$ cat src/rtl/oag_pkg.sv
package oag_pkg;
  localparam int IMM_W  = 5;
  localparam int OFS_SW = 6;
  localparam int OFS_MW = 9;
  localparam int OFS_LW = 11;
  localparam int VEC_W  = 8;
  localparam int FLD_W  = 11;
  localparam int MODE_BIT = 5;

  typedef enum logic [1:0] {
    BASE_PC   = 2'd0,
    BASE_REG  = 2'd1,
    BASE_NIL  = 2'd2,
    BASE_NIL2 = 2'd3
  } base_src_e;

  typedef enum logic [1:0] {
    OFS_NONE  = 2'd0,
    OFS_SHORT = 2'd1,
    OFS_MID   = 2'd2,
    OFS_LONG  = 2'd3
  } ofs_src_e;

  typedef enum logic [1:0] {
    MA_SUM  = 2'd0,
    MA_VEC  = 2'd1,
    MA_BUS  = 2'd2,
    MA_SUM2 = 2'd3
  } mar_src_e;

  typedef enum logic [1:0] {
    NP_SEQ  = 2'd0,
    NP_SUM  = 2'd1,
    NP_BUS  = 2'd2,
    NP_SEQ2 = 2'd3
  } npc_src_e;
endpackage

$ cat src/rtl/oag_ext_fields.sv
module oag_ext_fields
  import oag_pkg::*;
#(
  parameter int DW = 16
) (
  input  logic [FLD_W-1:0] ifield,
  output logic [DW-1:0]    imm_x,
  output logic [DW-1:0]    ofs_s_x,
  output logic [DW-1:0]    ofs_m_x,
  output logic [DW-1:0]    ofs_l_x,
  output logic [DW-1:0]    vec_z
);
  localparam int NOFS = 4;
  localparam int FW [NOFS] = '{IMM_W, OFS_SW, OFS_MW, OFS_LW};

  logic [DW-1:0] ext [NOFS];

  for (genvar g = 0; g < NOFS; g++) begin : g_sext
    assign ext[g] = {{(DW-FW[g]){ifield[FW[g]-1]}}, ifield[FW[g]-1:0]};
  end

  assign imm_x   = ext[0];
  assign ofs_s_x = ext[1];
  assign ofs_m_x = ext[2];
  assign ofs_l_x = ext[3];
  assign vec_z   = {{(DW-VEC_W){1'b0}}, ifield[VEC_W-1:0]};
endmodule

$ cat src/rtl/oag_addr_adder.sv
module oag_addr_adder
  import oag_pkg::*;
#(
  parameter int DW = 16
) (
  input  logic [1:0]    base_sel,
  input  logic [1:0]    ofs_sel,
  input  logic [DW-1:0] pc_inc,
  input  logic [DW-1:0] base_val,
  input  logic [DW-1:0] ofs_s_x,
  input  logic [DW-1:0] ofs_m_x,
  input  logic [DW-1:0] ofs_l_x,
  output logic [DW-1:0] sum
);
  logic [DW-1:0] base_op;
  logic [DW-1:0] ofs_op;

  always_comb begin
    unique case (base_src_e'(base_sel))
      BASE_PC:  base_op = pc_inc;
      BASE_REG: base_op = base_val;
      default:  base_op = '0;
    endcase
  end

  always_comb begin
    unique case (ofs_src_e'(ofs_sel))
      OFS_SHORT: ofs_op = ofs_s_x;
      OFS_MID:   ofs_op = ofs_m_x;
      OFS_LONG:  ofs_op = ofs_l_x;
      default:   ofs_op = '0;
    endcase
  end

  // single shared adder, carry out discarded so the result wraps
  assign sum = base_op + ofs_op;
endmodule

$ cat src/rtl/oag_out_mux.sv
module oag_out_mux
  import oag_pkg::*;
#(
  parameter int DW = 16
) (
  input  logic          imm_mode,
  input  logic [1:0]    mar_sel,
  input  logic [1:0]    pc_sel,
  input  logic [DW-1:0] imm_x,
  input  logic [DW-1:0] sr2_val,
  input  logic [DW-1:0] vec_z,
  input  logic [DW-1:0] sum,
  input  logic [DW-1:0] pc_inc,
  input  logic [DW-1:0] bus_val,
  output logic [DW-1:0] alu_b,
  output logic [DW-1:0] eff_addr,
  output logic [DW-1:0] next_pc
);
  assign alu_b = imm_mode ? imm_x : sr2_val;

  always_comb begin
    unique case (mar_src_e'(mar_sel))
      MA_VEC:  eff_addr = vec_z;
      MA_BUS:  eff_addr = bus_val;
      default: eff_addr = sum;
    endcase
  end

  always_comb begin
    unique case (npc_src_e'(pc_sel))
      NP_SUM:  next_pc = sum;
      NP_BUS:  next_pc = bus_val;
      default: next_pc = pc_inc;
    endcase
  end
endmodule

$ cat src/rtl/opnd_addr_gen.sv
module opnd_addr_gen
  import oag_pkg::*;
#(
  parameter int DW      = 16,
  parameter bit REG_OUT = 1'b1
) (
  input  logic             clk,
  input  logic             rst,
  input  logic             in_valid,
  input  logic [FLD_W-1:0] ifield,
  input  logic [DW-1:0]    pc_inc,
  input  logic [DW-1:0]    base_val,
  input  logic [DW-1:0]    sr2_val,
  input  logic [DW-1:0]    bus_val,
  input  logic [1:0]       base_sel,
  input  logic [1:0]       ofs_sel,
  input  logic [1:0]       mar_sel,
  input  logic [1:0]       pc_sel,
  output logic             out_valid,
  output logic [DW-1:0]    alu_b,
  output logic [DW-1:0]    eff_addr,
  output logic [DW-1:0]    addr_sum,
  output logic [DW-1:0]    next_pc
);
  logic [DW-1:0] imm_x, ofs_s_x, ofs_m_x, ofs_l_x, vec_z;
  logic [DW-1:0] sum_c, alu_b_c, eff_c, npc_c;

  oag_ext_fields #(.DW(DW)) u_ext (
    .ifield (ifield),
    .imm_x  (imm_x),
    .ofs_s_x(ofs_s_x),
    .ofs_m_x(ofs_m_x),
    .ofs_l_x(ofs_l_x),
    .vec_z  (vec_z)
  );

  oag_addr_adder #(.DW(DW)) u_add (
    .base_sel(base_sel),
    .ofs_sel (ofs_sel),
    .pc_inc  (pc_inc),
    .base_val(base_val),
    .ofs_s_x (ofs_s_x),
    .ofs_m_x (ofs_m_x),
    .ofs_l_x (ofs_l_x),
    .sum     (sum_c)
  );

  oag_out_mux #(.DW(DW)) u_mux (
    .imm_mode(ifield[MODE_BIT]),
    .mar_sel (mar_sel),
    .pc_sel  (pc_sel),
    .imm_x   (imm_x),
    .sr2_val (sr2_val),
    .vec_z   (vec_z),
    .sum     (sum_c),
    .pc_inc  (pc_inc),
    .bus_val (bus_val),
    .alu_b   (alu_b_c),
    .eff_addr(eff_c),
    .next_pc (npc_c)
  );

  if (REG_OUT) begin : g_reg
    always_ff @(posedge clk) begin
      if (rst) begin
        out_valid <= 1'b0;
        alu_b     <= '0;
        eff_addr  <= '0;
        addr_sum  <= '0;
        next_pc   <= '0;
      end else begin
        out_valid <= in_valid;
        if (in_valid) begin
          alu_b    <= alu_b_c;
          eff_addr <= eff_c;
          addr_sum <= sum_c;
          next_pc  <= npc_c;
        end
      end
    end

    AST_RESET_CLEAR: assert property (@(posedge clk)
      rst |=> (!out_valid && addr_sum == '0 && next_pc == '0));
    AST_VALID_FOLLOWS: assert property (@(posedge clk) disable iff (rst)
      in_valid |=> out_valid);
    AST_HOLD_IDLE: assert property (@(posedge clk) disable iff (rst)
      !in_valid |=> (!out_valid && $stable(alu_b) && $stable(eff_addr)
                     && $stable(addr_sum) && $stable(next_pc)));
    AST_REG_OPERAND: assert property (@(posedge clk) disable iff (rst)
      (in_valid && !ifield[MODE_BIT]) |=> alu_b == $past(sr2_val));
    AST_IMM_SIGN: assert property (@(posedge clk) disable iff (rst)
      (in_valid && ifield[MODE_BIT]) |=>
        ($countones(alu_b[DW-1:IMM_W-1]) == 0 ||
         $countones(alu_b[DW-1:IMM_W-1]) == DW-IMM_W+1));
    AST_ZERO_SUM: assert property (@(posedge clk) disable iff (rst)
      (in_valid && base_sel[1] && ofs_sel == 2'd0) |=> addr_sum == '0);
    AST_VEC_ZEXT: assert property (@(posedge clk) disable iff (rst)
      (in_valid && mar_sel == 2'd1) |=>
        eff_addr == {{(DW-VEC_W){1'b0}}, $past(ifield[VEC_W-1:0])});
    AST_SEQ_PC: assert property (@(posedge clk) disable iff (rst)
      (in_valid && (pc_sel == 2'd0 || pc_sel == 2'd3)) |=>
        next_pc == $past(pc_inc));
    AST_JUMP_REG: assert property (@(posedge clk) disable iff (rst)
      (in_valid && base_sel == 2'd1 && ofs_sel == 2'd0 && pc_sel == 2'd1) |=>
        next_pc == $past(base_val));
  end else begin : g_comb
    assign out_valid = in_valid;
    assign alu_b     = alu_b_c;
    assign eff_addr  = eff_c;
    assign addr_sum  = sum_c;
    assign next_pc   = npc_c;

    always_comb begin
      if (in_valid && base_sel == 2'd1 && ofs_sel == 2'd0 && pc_sel == 2'd1)
        AST_JUMP_COMB: assert (next_pc == base_val);
    end
  end
endmodule

$ cat config.mk
export PLATFORM = sky130hd
export DESIGN_NAME = opnd_addr_gen
export DESIGN_NICKNAME = d
export VERILOG_FILES = /design/src/rtl/oag_pkg.sv /design/src/rtl/oag_ext_fields.sv /design/src/rtl/oag_addr_adder.sv /design/src/rtl/oag_out_mux.sv /design/src/rtl/opnd_addr_gen.sv
export SDC_FILE = /design/constraint.sdc
export NUM_CORES = 1
export LEC_CHECK = 0
export BUFFER_PORTS_ARGS = -buffer_cell sky130_fd_sc_hd__buf_4
export CAP_MARGIN = 25
export CORE_AREA = 10 10 102 104
export CTS_CLUSTER_SIZE = 16
export DETAILED_ROUTE_END_ITERATION = 10
export DIE_AREA = 0 0 112 114
export HOLD_SLACK_MARGIN = 0.12
export PLACE_DENSITY = 0.79
export SYNTH_ARGS = -nofsm -noshare
export SYNTH_HDL_FRONTEND = slang
export SYNTH_SLANG_ARGS = --single-unit
$ cat constraint.sdc
create_clock -name clk -period 2.95 [get_ports clk]
set_input_delay 0.295 -clock clk [delete_from_list [all_inputs] [get_ports clk]]
set_output_delay 0.295 -clock clk [all_outputs]
set_load 0.005 [all_outputs]
==> results of run 1 <==
==> flip-flops by register name, summed over array words and instances (netlist names) <==
signal	cells
addr_sum	16
alu_b	16
eff_addr	16
next_pc	16
out_valid	1
==> per-stage QoR <==
stage	power, W	hold slack, ps
after global routing	0.00281	249
after global placement	0.00179	469
after floorplan	0.00144	434
final	0.00267	219
after CTS	0.00267	210
after detailed placement	0.00180	477
==> cell usage in the layout, fill, tap and decap left out, types with 3 or more instances in the layout <==
| master | count |
|---|---|
| a211oi_1 | 18 |
| a21o_1 | 5 |
| a21oi_1 | 31 |
| a221o_1 | 6 |
| a221oi_1 | 8 |
| a22oi_1 | 11 |
| a31oi_1 | 9 |
| buf_4 | 161 |
| clkbuf_8 | 10 |
| dfxtp_1 | 65 |
| ha_1 | 19 |
| inv_1 | 19 |
| mux2i_1 | 32 |
| nand2_1 | 32 |
| nand2b_1 | 11 |
| nand3_1 | 5 |
| nand3b_1 | 4 |
| nand4_1 | 7 |
| nor2_1 | 58 |
| nor2b_1 | 14 |
| nor3_1 | 3 |
| nor3b_1 | 4 |
| o211ai_1 | 5 |
| o21a_1 | 3 |
| o21ai_0 | 30 |
| o22ai_1 | 15 |
| o32ai_1 | 4 |
| xnor2_1 | 5 |
| xor2_1 | 8 |
==> layout make-up <==
class / count / area [sq um] / area share (%)
clock buffer: 10 / 138 / 2.51
clock inverter: 6 / 90.1 / 1.64
inverter: 19 / 71.3 / 1.30
multi-input combinational: 378 / 2540 / 46.3
sequential: 65 / 1300 / 23.7
tap: 108 / 135 / 2.47
timing repair buffer: 161 / 1210 / 22.0
==> worst reg2reg max path: cells and delay by family (launching register included) <==
family	cells	cell delay (ps)
compound gates	3	480
flops	1	370
simple gates	1	50
==> per-layer routing <==
layer,track usage [%],vias up
met5,0,-
met4,7.28,0
met3,4.99,23
met2,36.4,224
met1,27.6,2038
li1,-,2112
==> kinds of logic (layout without fill, tap and decap cells) <==
| family | after synthesis | count (layout) |
|---|---|---|
| and+or+nand+nor | 146 | 146 |
| xor gates and xnor gates | 14 | 14 |
| adders and majority gates | 20 | 20 |
| buffers and inverters | 57 | 196 |
| DFF | 65 | 65 |
| muxes | 32 | 32 |
| AOI/OAI and AO/OA | 166 | 166 |
==> worst paths after layout <==
path / start / to
setup reg to reg: eff_addr[11] / eff_addr[11]
hold / removal: bus_val[8] / eff_addr[8]
setup / recovery: ifield[8] / next_pc[15]
hold reg to reg: alu_b[1] / alu_b[1]
==> power by group <==
part / total [W] / leakage, nW / internal (W) / switching, W
Combinational: 0.000797 / 1.89 / 0.000374 / 0.000423
Sequential: 0.00100 / 0.537 / 0.000957 / 0.0000461
Clock: 0.000874 / 0.113 / 0.000502 / 0.000372
==> results.ini, run 1 <==
[run_status]
status=finished clean

[clocking]
postCtsSetupBuffers=0
cts_resized=0
clockBufferDepth=2
numCtsBuffers=9
clk_pin_slew_worst_paths_ps=80
cts_sinks=65
insertion_delay_ps=350
cts_root_buf=clkbuf_8
cts_hold_buffers=0
htree_num_levels=3
cts_tree=yes

[timing]
rsz0062_at_grt=no
worst_pin_slew_ps=720
slew_violations=0
setup_slack_ps=450
setup_tns_ps=0
relSlewSlack_pct=52.0
finalCriticalPeriod_ps=2500
skew_ps=0
final-setup-viol-count=0
hold_viol_final=0
fmax_mhz=400
post-route-period-util_pct=84.8

[grt]
grt_pass1_wl_microns=23400
globalRoute.totalOverflow=0
track_usage_pct=22.0
antenna_found_initial=0
grt_max_degree=69
first_global_vias=4504

[synth]
ys_seq_elements=65
synth_edf_count=0
synth_top_area_share_pct=32.0
ys.warnings.count=0
netlist_instances=500
synth_common_cells=dfxtp_1, nor2_1, mux2i_1, nand2_1, a21oi_1
yosysMostFrequentCell=dfxtp_1
synthTopCellsByArea=dfxtp_1, mux2i_1, ha_1, nor2_1, a21oi_1
synth_top_family_by_area=compound AO/OA/AOI/OAI gates
syn-num-nets=606
muxShareOfSynthArea_pct=7.86
synth_cell_types=58
synth_ff_type=dfxtp_1
yosysSeqAreaShare_pct=32.0
synth_simple_gate_area_share_pct=17.1
syn_area_sq_um=4070
syn_area_per_cell_sq_um=8.15
synth_compound_area_share_pct=27.8
synth-async-reset-ratio_pct=0
synthAdderAreaFrac_pct=6.33
synthXorXnorAreaFrac_pct=3.20
synth_area_leader_cell=dfxtp_1

[critical_path]
endpoint_kind=flip-flop
critPathBufInv=2
ff2ff_setup_slack_ps=2010
worstPathRequired_ps=3160
critPathKind=in -> reg
cp.depth=12
cp_cell_sequence=buf_4 > nor2b_1 > a21oi_1 > o21a_1 > inv_1 > ha_1 > and4_1 > and4_1 > nand2_1 > o211ai_2 > xor2_1 > o22ai_1
critPathArrivalTime_ps=2710
max_stage_delay_ps=440
critPathLaunchType=input port
slowest_stage=ha_1
cp_max_fo=8
reg2regPathDepth=4
crit_family=simple AND/OR/NAND/NOR gates
crit_path_frequent_cell=and4_1

[worst_hold_path]
whs_path_depth=3
min_path_type=in -> reg

[drt]
firstDrtPassIters=7
drt_iter0_drc=345
wl_microns=14600
ant_nets=0
wl_per_cell_microns=19.5
wl_met1_microns=6260
vias_per_cell=5.89
vias=4397
post-route-drc-count=0
wl_met3_microns=1150
wl_met2_microns=6910
top_layer_used=met4

[finish]
antenna_cells=0
instances_no_fill=747
fill_cells=751
drive_gt1_share_pct=29.4
final_core_util_pct=64.8
nets=740
final_area_sq_um=5480
syn2layout_area_growth_pct=34.6

[floorplan]
coreArea_sq_um=8470
dieHeight_microns=114
start_util_pct=48.1
die-width_microns=112
ios=151
die-area_sq_um=12800
core.rowCount=34

[power_and_ir_drop]
peakVddDrop_mv=0.247
cellLeakagePower_nw=2.54
powerDensity_nw_per_um2=488

[placement]
dpl_worst_slack_ps=142
placed_area_sq_um=5250
io_buffers=150
placedCellCount=731
place_hpwl_microns=11300
gp_congestion=0.908

[flow_run]
max_cap_viol_count=0

(Power assumes the default switching activity.)
==> run 2: changes to the inputs <==
ABC_AREA = 1   (was not set)
CORE_AREA = 10 10 107 109   (was 10 10 102 104)
DIE_AREA = 0 0 117 119   (was 0 0 112 114)
PLACE_DENSITY = 0.76   (was 0.79)
clock period = 2.05 ns   (was 2.95 ns; I/O delays follow)
==> run 2 against run 1 <==
Net effect:
- register-to-register slack worse by 670 ps
- utilization up 0.17 points
- area after synthesis grew 2.8%
- final cell count rose by 31%
- die area increased by 9.0%
- clock skew stayed put
- non-clock buffer count increased by 55
- sequential share of layout area down 2.5 points
- synthesized cell count is 34% higher
- via count grew 15%
- first-iteration DRC count rose by 19%
- design area up 12%
- critical endpoint is now eff_addr[13]
==> results.ini, run 2 <==
[synth]
yosysMostFrequentCell=nand2_1
synth_edf_count=0
synth_top_area_share_pct=31.1
netlist_instances=669
synth_cell_types=32
yosysSeqAreaShare_pct=31.1
syn_area_per_cell_sq_um=6.26
synth_area_leader_cell=dfxtp_1
ys.warnings.count=0
synth_ff_type=dfxtp_1
ys_seq_elements=65
syn_area_sq_um=4190
syn-num-nets=775
synth_common_cells=nand2_1, a21oi_1, inv_1, dfxtp_1, o21ai_0
synthTopCellsByArea=dfxtp_1, nand2_1, a21oi_1, inv_1, ha_1
synth-async-reset-ratio_pct=0

[critical_path]
critPathKind=in -> reg
max_stage_delay_ps=240
cp_max_fo=8
critPathArrivalTime_ps=2210
reg2regPathDepth=2
slowest_stage=o21ai_1
worstPathRequired_ps=2330
r2r-end=addr_sum[1]
ff2ff_setup_slack_ps=1340
critPathLaunchType=input port
cp_cell_sequence=buf_4 > nor2_4 > inv_2 > buf_12 > o21ai_1 > ha_4 > nand2_1 > buf_4 > nor2_2 > and2_1 > nand2_1 > nand3_1 > and2_4 > nand3_1 > a21oi_2
r2r_start=addr_sum[1]
endpoint_kind=flip-flop

[drt]
ant_nets=0
firstDrtPassIters=5
vias_per_cell=5.18
drt_iter0_drc=412
post-route-drc-count=0
wl_microns=16300
wl_per_cell_microns=16.7
vias=5073

[floorplan]
start_util_pct=44.2
die-area_sq_um=13900
die-width_microns=117
ios=151
coreArea_sq_um=9460
dieHeight_microns=119
core.rowCount=36

[power_and_ir_drop]
power_frac_clock_pct=29.3
powerDensity_nw_per_um2=638
swShare_pct=33.1
pwr-share-seq_pct=36.5
peakVddDrop_mv=0.357
cellLeakagePower_nw=3.20
pwr-share-comb_pct=34.2
p_int_w=0.00262
power_switching_w=0.00130
power_w=0.00392

[grt]
antenna_found_initial=0
grt_pass1_wl_microns=25600
globalRoute.totalOverflow=0
grt_max_degree=67
first_global_vias=5185
track_usage_pct=22.6

[run_status]
status=finished clean

[finish]
drive_gt1_share_pct=29.9
final_core_util_pct=64.9
syn2layout_area_growth_pct=46.7
nets=966
final_common_cell=buf_4
antenna_cells=0
layout.cells.most_common_list=buf_4, nand2_1, a21oi_1

[placement]
place_hpwl_microns=13000
gp_congestion=0.911
io_buffers=150

[clocking]
cts_tree=yes
clockBufferDepth=2
htree_num_levels=3
clk_pin_slew_worst_paths_ps=80
insertion_delay_ps=340
cts_root_buf=clkbuf_8
numCtsBuffers=9
cts_sinks=65

[timing]
finalCriticalPeriod_ps=1930
post-route-period-util_pct=94.3
hold_viol_final=0
final-setup-viol-count=0
relSlewSlack_pct=48.4
worst_pin_slew_ps=774
skew_ps=0
slew_violations=0
fmax_mhz=517

[worst_hold_path]
whs_path_depth=3
min_path_type=in -> reg
hp-start=sr2_val[13]
hold_end=alu_b[13]

[flow_run]
max_cap_viol_count=0

## run 2: cell count changes in the layout (fill, tap and decap cells not counted), moves of 15 or more
cell | before | now
nor2_1 | 58 | 41
a21oi_1 | 31 | 90
mux2i_1 | 32 | 0
a211oi_1 | 18 | 0
nand2_1 | 32 | 184
buf_4 | 161 | 206
inv_1 | 19 | 76
o22ai_1 | 15 | 0
nand3_1 | 5 | 43
## run 2: area by class of cell
type	instances	area (sq um)
fill	895	3320
inverter	82	308
tap	114	143
multi-input combinational	486	2530
clock buffer	10	138
timing repair buffer	216	1660
clock inverter	6	66.3
sequential	65	1300
## run 2: how the worst max path moves through the flow
stage	from	to	slack (ps)	cells after the start
after floorplan	base_sel[0]	addr_sum[15]	3	15
after global placement	base_sel[1]	next_pc[8]	-290	15
after detailed placement	base_sel[1]	next_pc[8]	-390	15
after CTS	base_sel[1]	addr_sum[14]	40	14
after global routing	base_sel[1]	eff_addr[13]	-20	15
final	base_sel[1]	eff_addr[13]	120	15
## run 2: through the flow
step	std cells	hold WS, ps	instance area, sq um	setup slack (ps)	setup TNS, ps
after floorplan	669	352	4200	3.49	0
after global placement	953	456	5740	-290	-5340
after detailed placement	953	457	5740	-393	-8180
after CTS	978	121	6040	37.9	0
after global routing	979	129	6140	-22.2	-22.2
final	979	129	6140	118	0
## run 2: worst max-delay path: cells and delay by family
kind,cells,cell delay (ps)
compound gates,2,410
buf+inv,4,500
fa+ha+maj,1,200
simple gates,8,900
## run 2: logic make-up after synthesis
logic type / Yosys count / share of synthesized area (%)
xor gates and xnor gates: 7 / 1.46
adders and majority gates: 20 / 6.16
AOI/OAI and AO/OA: 165 / 20.9
buffers and inverters: 118 / 11.0
DFF: 65 / 31.1
and+or+nand+nor: 294 / 29.4
## run 2: what timing repair did
action | 4_1_cts | 5_1_grt
endpoints found under the setup margin | 2 | 27
resized for setup | 2 | 26
pin swaps | 0 | 5
buffers inserted | 0 | 1
hold endpoints to repair | 9 | 0
hold buffers | 9 | 0
## run 2: metal layers
metal / GRT usage [%] / vias to the layer above / share of wire, %
met5: 0 / - / 0
li1: - / 2549 / -
met1: 26.2 / 2320 / 41
met3: 6.73 / 20 / 8.8
met2: 38.9 / 184 / 48
met4: 6.57 / 0 / 1.8
## run 2: power groups by stage
stage	Sequential, W	Combinational (W)	Clock [W]
final	0.00143	0.00134	0.00115
after global routing	0.00144	0.00147	0.00122
after CTS	0.00143	0.00129	0.00117
after detailed placement	0.00146	0.00126	0
after global placement	0.00145	0.00125	0
after floorplan	0.00146	0.000610	0
